## src/rtl/vpic_pkg.sv

```systemverilog
package vpic_pkg;

    localparam int NUM_SRC = 32;
    localparam int DATA_W  = 32;
    localparam int ADDR_W  = 6;
    localparam int LVL_W   = 6;
    localparam int RSET_W  = 6;
    localparam int SEL_W   = 3;
    localparam int IDX_W   = $clog2(NUM_SRC);
    localparam int CFG_W   = LVL_W + 1 + RSET_W;
    localparam int BASE_SHIFT = 2;

    // word indices; control words occupy 0 .. NUM_SRC-1
    localparam logic [ADDR_W-1:0] IX_MASK  = ADDR_W'(NUM_SRC + 0);
    localparam logic [ADDR_W-1:0] IX_MSET  = ADDR_W'(NUM_SRC + 1);
    localparam logic [ADDR_W-1:0] IX_MCLR  = ADDR_W'(NUM_SRC + 2);
    localparam logic [ADDR_W-1:0] IX_PEND  = ADDR_W'(NUM_SRC + 3);
    localparam logic [ADDR_W-1:0] IX_RAW   = ADDR_W'(NUM_SRC + 4);
    localparam logic [ADDR_W-1:0] IX_SWR   = ADDR_W'(NUM_SRC + 5);
    localparam logic [ADDR_W-1:0] IX_SSET  = ADDR_W'(NUM_SRC + 6);
    localparam logic [ADDR_W-1:0] IX_SCLR  = ADDR_W'(NUM_SRC + 7);
    localparam logic [ADDR_W-1:0] IX_SIZE  = ADDR_W'(NUM_SRC + 8);
    localparam logic [ADDR_W-1:0] IX_STAT  = ADDR_W'(NUM_SRC + 9);
    localparam logic [ADDR_W-1:0] IX_BASE  = ADDR_W'(NUM_SRC + 10);
    localparam logic [ADDR_W-1:0] IX_VADDR = ADDR_W'(NUM_SRC + 11);

    typedef struct packed {
        logic [RSET_W-1:0] rset;
        logic              nmi;
        logic [LVL_W-1:0]  lvl;
    } src_cfg_t;

    typedef struct packed {
        logic             valid;
        logic [IDX_W-1:0] idx;
        logic [LVL_W-1:0] lvl;
    } pick_t;

    typedef struct packed {
        logic              valid;
        logic [DATA_W-1:0] handler;
        logic [RSET_W-1:0] rset;
        logic [LVL_W-1:0]  lvl;
        logic              nmi;
    } req_pkt_t;

    function automatic logic [DATA_W-1:0] vec_addr(
        input logic [IDX_W-1:0]  idx,
        input logic [SEL_W-1:0]  sel,
        input logic [DATA_W-1:0] base
    );
        logic [DATA_W-1:0] off;
        off = DATA_W'(idx) << (BASE_SHIFT + int'(sel));
        return off + base;
    endfunction

    function automatic logic [DATA_W-1:0] status_word(input pick_t p);
        logic [DATA_W-1:0] w;
        w = '0;
        if (p.valid) begin
            w[DATA_W-1]  = 1'b1;
            w[IDX_W-1:0] = p.idx;
        end
        return w;
    endfunction

endpackage

```

## src/rtl/vpic_regs.sv

```systemverilog
module vpic_regs
    import vpic_pkg::*;
(
    input  logic                    clk,
    input  logic                    rst,
    input  logic [NUM_SRC-1:0]      irq_lines,
    input  logic [ADDR_W-1:0]       bus_addr,
    input  logic                    bus_wr,
    input  logic                    bus_rd,
    input  logic [DATA_W-1:0]       bus_wdata,
    output logic [DATA_W-1:0]       bus_rdata,
    input  logic [DATA_W-1:0]       status_q,
    input  logic [DATA_W-1:0]       vaddr_q,
    output src_cfg_t [NUM_SRC-1:0]  cfg_q,
    output logic [NUM_SRC-1:0]      pending,
    output logic [SEL_W-1:0]        sel_q,
    output logic [DATA_W-1:0]       base_q
);

    logic [NUM_SRC-1:0] mask_q;
    logic [NUM_SRC-1:0] swr_q;
    logic [NUM_SRC-1:0] raw_q;
    logic [NUM_SRC-1:0] wd_src;
    logic [DATA_W-1:0]  rd_nxt;

    assign wd_src  = bus_wdata[NUM_SRC-1:0];
    assign pending = (raw_q | swr_q) & mask_q;

    // per-source control words
    for (genvar g = 0; g < NUM_SRC; g++) begin : g_cfg
        always_ff @(posedge clk) begin
            if (rst) begin
                cfg_q[g] <= '0;
            end else if (bus_wr && bus_addr == ADDR_W'(g)) begin
                cfg_q[g] <= src_cfg_t'(bus_wdata[CFG_W-1:0]);
            end
        end
    end

    always_ff @(posedge clk) begin
        if (rst) begin
            raw_q <= '0;
        end else begin
            raw_q <= irq_lines;
        end
    end

    always_ff @(posedge clk) begin
        if (rst) begin
            mask_q <= '0;
            swr_q  <= '0;
            sel_q  <= '0;
            base_q <= '0;
        end else if (bus_wr) begin
            unique case (bus_addr)
                IX_MASK: mask_q <= wd_src;
                IX_MSET: mask_q <= mask_q | wd_src;
                IX_MCLR: mask_q <= mask_q & ~wd_src;
                IX_SWR:  swr_q  <= wd_src;
                IX_SSET: swr_q  <= swr_q | wd_src;
                IX_SCLR: swr_q  <= swr_q & ~wd_src;
                IX_SIZE: sel_q  <= bus_wdata[SEL_W-1:0];
                IX_BASE: base_q <= bus_wdata;
                default: ;
            endcase
        end
    end

    always_comb begin
        rd_nxt = '0;
        if (bus_addr < ADDR_W'(NUM_SRC)) begin
            rd_nxt = DATA_W'(cfg_q[bus_addr[IDX_W-1:0]]);
        end else begin
            unique case (bus_addr)
                IX_MASK:  rd_nxt = DATA_W'(mask_q);
                IX_PEND:  rd_nxt = DATA_W'(pending);
                IX_RAW:   rd_nxt = DATA_W'(raw_q);
                IX_SWR:   rd_nxt = DATA_W'(swr_q);
                IX_SIZE:  rd_nxt = DATA_W'(sel_q);
                IX_STAT:  rd_nxt = status_q;
                IX_BASE:  rd_nxt = base_q;
                IX_VADDR: rd_nxt = vaddr_q;
                default:  rd_nxt = '0;
            endcase
        end
    end

    always_ff @(posedge clk) begin
        if (rst) begin
            bus_rdata <= '0;
        end else if (bus_rd) begin
            bus_rdata <= rd_nxt;
        end
    end

endmodule

```

## src/rtl/vpic_pick.sv

```systemverilog
module vpic_pick
    import vpic_pkg::*;
(
    input  src_cfg_t [NUM_SRC-1:0] cfg_q,
    input  logic [NUM_SRC-1:0]     pending,
    output pick_t                  pick
);

    always_comb begin
        pick = '0;
        for (int i = 0; i < NUM_SRC; i++) begin
            // strictly greater: earlier index keeps a tie, level 0 never beats 0
            if (pending[i] && cfg_q[i].lvl > pick.lvl) begin
                pick.valid = 1'b1;
                pick.idx   = IDX_W'(i);
                pick.lvl   = cfg_q[i].lvl;
            end
        end
    end

endmodule

```

## src/rtl/vpic_vec.sv

```systemverilog
module vpic_vec
    import vpic_pkg::*;
(
    input  logic                   clk,
    input  logic                   rst,
    input  pick_t                  pick,
    input  src_cfg_t [NUM_SRC-1:0] cfg_q,
    input  logic [SEL_W-1:0]       sel_q,
    input  logic [DATA_W-1:0]      base_q,
    output req_pkt_t               pkt_q,
    output logic [DATA_W-1:0]      status_q
);

    req_pkt_t pkt_nxt;
    src_cfg_t win_cfg;

    assign win_cfg = cfg_q[pick.idx];

    always_comb begin
        pkt_nxt = '0;
        if (pick.valid) begin
            pkt_nxt.valid   = 1'b1;
            pkt_nxt.handler = vec_addr(pick.idx, sel_q, base_q);
            pkt_nxt.rset    = win_cfg.rset;
            pkt_nxt.lvl     = pick.lvl;
            pkt_nxt.nmi     = win_cfg.nmi;
        end
    end

    always_ff @(posedge clk) begin
        if (rst) begin
            pkt_q    <= '0;
            status_q <= '0;
        end else begin
            pkt_q    <= pkt_nxt;
            status_q <= status_word(pick);
        end
    end

endmodule

```

## src/rtl/vpic_top.sv

```systemverilog
module vpic_top
    import vpic_pkg::*;
(
    input  logic                clk,
    input  logic                rst,
    input  logic [NUM_SRC-1:0]  irq_lines,
    input  logic [ADDR_W-1:0]   bus_addr,
    input  logic                bus_wr,
    input  logic                bus_rd,
    input  logic [DATA_W-1:0]   bus_wdata,
    output logic [DATA_W-1:0]   bus_rdata,
    output logic                req_valid,
    output logic [DATA_W-1:0]   req_handler,
    output logic [RSET_W-1:0]   req_rset,
    output logic [LVL_W-1:0]    req_level,
    output logic                req_nmi
);

    src_cfg_t [NUM_SRC-1:0] cfg_q;
    logic [NUM_SRC-1:0]     pending;
    logic [SEL_W-1:0]       sel_q;
    logic [DATA_W-1:0]      base_q;
    logic [DATA_W-1:0]      status_q;
    pick_t                  pick;
    req_pkt_t               pkt_q;

    vpic_regs u_regs (
        .clk       (clk),
        .rst       (rst),
        .irq_lines (irq_lines),
        .bus_addr  (bus_addr),
        .bus_wr    (bus_wr),
        .bus_rd    (bus_rd),
        .bus_wdata (bus_wdata),
        .bus_rdata (bus_rdata),
        .status_q  (status_q),
        .vaddr_q   (pkt_q.handler),
        .cfg_q     (cfg_q),
        .pending   (pending),
        .sel_q     (sel_q),
        .base_q    (base_q)
    );

    vpic_pick u_pick (
        .cfg_q   (cfg_q),
        .pending (pending),
        .pick    (pick)
    );

    vpic_vec u_vec (
        .clk      (clk),
        .rst      (rst),
        .pick     (pick),
        .cfg_q    (cfg_q),
        .sel_q    (sel_q),
        .base_q   (base_q),
        .pkt_q    (pkt_q),
        .status_q (status_q)
    );

    assign req_valid   = pkt_q.valid;
    assign req_handler = pkt_q.handler;
    assign req_rset    = pkt_q.rset;
    assign req_level   = pkt_q.lvl;
    assign req_nmi     = pkt_q.nmi;

endmodule

```

## config.mk

```make
export PLATFORM = sky130hd
export DESIGN_NAME = vpic_top
export DESIGN_NICKNAME = d
export VERILOG_FILES = /design/src/rtl/vpic_pkg.sv /design/src/rtl/vpic_regs.sv /design/src/rtl/vpic_pick.sv /design/src/rtl/vpic_vec.sv /design/src/rtl/vpic_top.sv
export SDC_FILE = /design/constraint.sdc
export NUM_CORES = 2
export LEC_CHECK = 0
export BUFFER_PORTS_ARGS = -buffer_cell sky130_fd_sc_hd__buf_2
export CAP_MARGIN = 20
export CORE_MARGIN = 2
export CORE_UTILIZATION = 55
export DETAILED_ROUTE_END_ITERATION = 16
export PLACE_DENSITY = 0.76
export SLEW_MARGIN = 20
export SYNTH_ARGS = -nofsm -noshare
export SYNTH_HDL_FRONTEND = slang
export SYNTH_SLANG_ARGS = --single-unit
```

## constraint.sdc

```tcl
create_clock -name clk -period 71.1 [get_ports clk]
set_input_delay 3.555 -clock clk [delete_from_list [all_inputs] [get_ports clk]]
set_output_delay 3.555 -clock clk [all_outputs]
set_load 0.02 [all_outputs]
```

==> insert_results.sql <==
INSERT INTO impl_metrics (metric_group, metric, value, unit) VALUES
('timing', 'final_slew_violations', '0', ''),
('drt', 'route.antenna.remaining_nets', '0', ''),
('worst_setup_path', 'regToRegStartpoint', 'u_regs.mask_q[0]$_SDFFE_PP0P_', ''),
('drt', 'first_iter_violations', '5263', ''),
('drt', 'routed-via-count', '38700', ''),
('worst_setup_path', 'worstPathMaxFanout', '17', ''),
('synthesis', 'syn_nets', '5265', ''),
('power', 'irDropWorstVdd', '0.0185', 'mV'),
('power', 'power-per-cell-area', '18.7', 'mW/mm2'),
('synthesis', 'syn_avg_cell_area', '7.78', 'um2'),
('synthesis', 'most_common_flop_cell_mapped_by_yosys', 'sky130_fd_sc_hd__dfxtp_1', ''),
('clock_tree', 'cts.sink_count', '630', ''),
('timing', 'finClkSkew', '0.0305', 'ns'),
('floorplan', 'die-height', '271', 'um'),
('cells_and_area', 'nFillCells', '6213', ''),
('power', 'total_leakage_power', '15.2', 'nW'),
('clock_tree', 'hold_buffers', '0', ''),
('cells_and_area', 'multiInputGateArea', '0.0245', 'mm2'),
('worst_setup_path', 'cp_arrival', '66.15', 'ns'),
('timing', 'final.period_utilization', '92.3', '%'),
('drt', 'drt_pass_1_iters', '7', ''),
('cells_and_area', 'flow.area_growth_from_synthesis', '8.84', '%'),
('power', 'total_power', '0.797', 'mW'),
('synthesis', 'ys_top_cells_by_count', '1218 x sky130_fd_sc_hd__nand2_1, 630 x sky130_fd_sc_hd__dfxtp_1, 607 x sky130_fd_sc_hd__a21oi_1', ''),
('floorplan', 'initial_utilization', '55.8', '%'),
('clock_tree', 'cts_root_buffer', 'sky130_fd_sc_hd__clkbuf_16', ''),
('placement', 'place.port_buffers', '151', ''),
('drt', 'drcViolationCount', '0', ''),
('synthesis', 'synth.most_common_cell', 'sky130_fd_sc_hd__nand2_1', ''),
('status', 'run_status', 'complete, no violations', ''),
('power', 'net_switching_power_figure', '0.196', 'mW'),
('power', 'p_seq_share', '45.0', '%'),
('cells_and_area', 'layout.area.seq', '0.0126', 'mm2'),
('worst_setup_path', 'critPathMostFrequentCell', 'sky130_fd_sc_hd__ha_1', ''),
('timing', 'worst_pin_slew', '1.22', 'ns'),
('synthesis', 'synth_sequential_area_ratio', '32.2', '%'),
('floorplan', 'std_cell_rows', '97', ''),
('grt', 'grt_pass1_vias', '35800', ''),
('synthesis', 'yosys_register_bits', '630', ''),
('power', 'switching_share', '24.6', '%'),
('grt', 'grt_usage', '37.2', '%'),
('synthesis', 'synthCells', '5039', ''),
('synthesis', 'synth-warning-count', '0', ''),
('placement', 'placed_cells', '5804', ''),
('clock_tree', 'cts-buffers-inserted', '73', ''),
('clock_tree', 'post_cts_resize_count', '0', ''),
('timing', 'final_period_minus_worst_setup_slack', '65.65', 'ns'),
('synthesis', 'synth-edff-count', '0', ''),
('synthesis', 'netlist_top_cells_area', 'sky130_fd_sc_hd__dfxtp_1 32%, sky130_fd_sc_hd__nand2_1 12%, sky130_fd_sc_hd__a21oi_1 7.7%', ''),
('timing', 'hold_viol', '0', ''),
('worst_hold_path', 'hold_start', 'u_regs.cfg_q[204]$_SDFFE_PP0P_', ''),
('placement', 'detailedPlacementHpwl', '97.0', 'mm'),
('run', 'maxCapViolations', '0', ''),
('floorplan', 'die_outline_area', '0.0735', 'mm2'),
('placement', 'placement.cell_area', '0.0402', 'mm2'),
('drt', 'routed_wl', '141', 'mm'),
('timing', 'rsz0062_at_grt', 'no', ''),
('clock_tree', 'path_clk_slew', '0.06', 'ns'),
('grt', 'wire_length_of_the_first_global_routing_pass', '214', 'mm'),
('clock_tree', 'cts_tree', 'done', ''),
('worst_setup_path', 'setup.worst_path.start_class', 'flip-flop', ''),
('power', 'comb_power_share', '5.2', '%'),
('cells_and_area', 'final_layout_size_suffix_gt1_share', '12.3', '%'),
('worst_setup_path', 'source_of_the_critical_timing_path', 'u_regs.mask_q[0]$_SDFFE_PP0P_', ''),
('clock_tree', 'clk-insertion-delay-late', '0.64', 'ns'),
('worst_setup_path', 'delay_of_the_slowest_cell_on_the_worst_path', '0.72', 'ns'),
('timing', 'relSlewSlack', '18.4', '%'),
('worst_setup_path', 'kind_of_end_point_of_the_critical_path', 'flip-flop', ''),
('cells_and_area', 'finalNetCount', '5166', ''),
('timing', 'fin_tns_setup', '0', 'ns'),
('floorplan', 'fp.coreArea', '0.0703', 'mm2');
[worst paths after layout]
kind | end | slack (ns) | cells past startpoint
worst max-delay path | u_vec.pkt_q[44]$_SDFF_PP0_ | 5.45 | 277
worst max register to register | u_vec.pkt_q[44]$_SDFF_PP0_ | 5.45 | 277
worst min register to register | u_regs.cfg_q[204]$_SDFFE_PP0P_ | 0.47 | 2
worst min-delay path | u_regs.cfg_q[204]$_SDFFE_PP0P_ | 0.47 | 2
[cell families after synthesis]
kind of cell,after synthesis,share of synthesized area [%]
adders and majority gates,155,4.95
AOI/OAI and AO/OA,1316,21.5
DFF,630,32.2
xor gates and xnor gates,60,1.36
buffers and inverters,551,5.53
muxes,325,12.8
and+or+nand+nor,2002,21.7
[cell usage in the layout, fill, tap and decap left out, types with 45 or more instances in the layout]
| cell | synthesis | routed |
|---|---|---|
| sky130_fd_sc_hd__a21oi_1 | 607 | 605 |
| sky130_fd_sc_hd__a22oi_1 | 112 | 112 |
| sky130_fd_sc_hd__a31oi_1 | 55 | 54 |
| sky130_fd_sc_hd__buf_2 | 31 | 148 |
| sky130_fd_sc_hd__buf_4 | 12 | 61 |
| sky130_fd_sc_hd__clkbuf_16 | 0 | 73 |
| sky130_fd_sc_hd__dfxtp_1 | 630 | 630 |
| sky130_fd_sc_hd__ha_1 | 151 | 151 |
| sky130_fd_sc_hd__inv_1 | 165 | 165 |
| sky130_fd_sc_hd__mux2_2 | 48 | 48 |
| sky130_fd_sc_hd__mux2i_1 | 130 | 130 |
| sky130_fd_sc_hd__mux4_2 | 131 | 131 |
| sky130_fd_sc_hd__nand2_1 | 1218 | 1218 |
| sky130_fd_sc_hd__nand3_1 | 114 | 113 |
| sky130_fd_sc_hd__nor2_1 | 359 | 348 |
| sky130_fd_sc_hd__nor2b_1 | 53 | 53 |
| sky130_fd_sc_hd__nor3_1 | 64 | 62 |
| sky130_fd_sc_hd__o21ai_0 | 174 | 172 |
| sky130_fd_sc_hd__xnor2_1 | 45 | 45 |
[per-stage QoR]
step,hold WS [ns],setup slack (ns),utilization [%]
finish,0.466,5.45,60.7
global route,0.483,0.283,60.7
floorplan,0.442,13.77,-
CTS,0.467,6.22,60.7
global placement,0.453,8.14,57.1
detailed placement,0.460,6.44,57.2
[worst max-delay path, delay by kind of cell, from the launching register on]
| kind | cells | cell delay, ns |
|---|---|---|
| AO/OA/AOI/OAI | 118 | 30.95 |
| AND/OR/NAND/NOR | 88 | 16.30 |
| adder cells (fa/ha/maj) | 35 | 10.23 |
| multiplexers | 21 | 6.46 |
| buffers and inverters | 14 | 0.89 |
| flip-flops | 1 | 0.37 |
| XOR/XNOR | 1 | 0.15 |
[area by class of cell]
cell class	instances	area share (%)
Multi-Input combinational cell	3858	57.5
Sequential cell	630	29.5
Clock buffer	102	4.84
Timing Repair Buffer	211	2.87
Tap cell	940	2.76
Inverter	166	1.46
Clock inverter	31	0.997
Antenna cell	3	0.0176
[power groups by stage]
| stage | combinational [mW] | sequential [mW] | clock (mW) |
|---|---|---|---|
| after floorplan | 0.0263 | 0.365 | 0 |
| after CTS | 0.0398 | 0.358 | 0.397 |
| after global placement | 0.0394 | 0.366 | 0 |
| after global routing | 0.0431 | 0.359 | 0.411 |
| final | 0.0414 | 0.359 | 0.397 |
| after detailed placement | 0.0397 | 0.366 | 0 |
[flip-flops by register name (all words and copies together) (netlist names)]
signal,cells
u_regs.sel_q,3
u_regs.base_q,32
u_regs.swr_q,32
u_regs.mask_q,32
u_vec.pkt_q,46
u_regs.cfg_q,416
u_regs.bus_rdata,32
u_vec.status_q,5
u_regs.raw_q,32
[metal layers]
| layer | up-vias | wire length [um] | GRT usage [%] |
|---|---|---|---|
| met4 | 0 | 6500 | 16.0 |
| met2 | 2421 | 60800 | 56.5 |
| met3 | 461 | 17900 | 9.48 |
| met5 | - | 0 | 0 |
| li1 | 17600 | - | - |
| met1 | 18200 | 56100 | 49.9 |
Power figures use the tool's default switching activity.
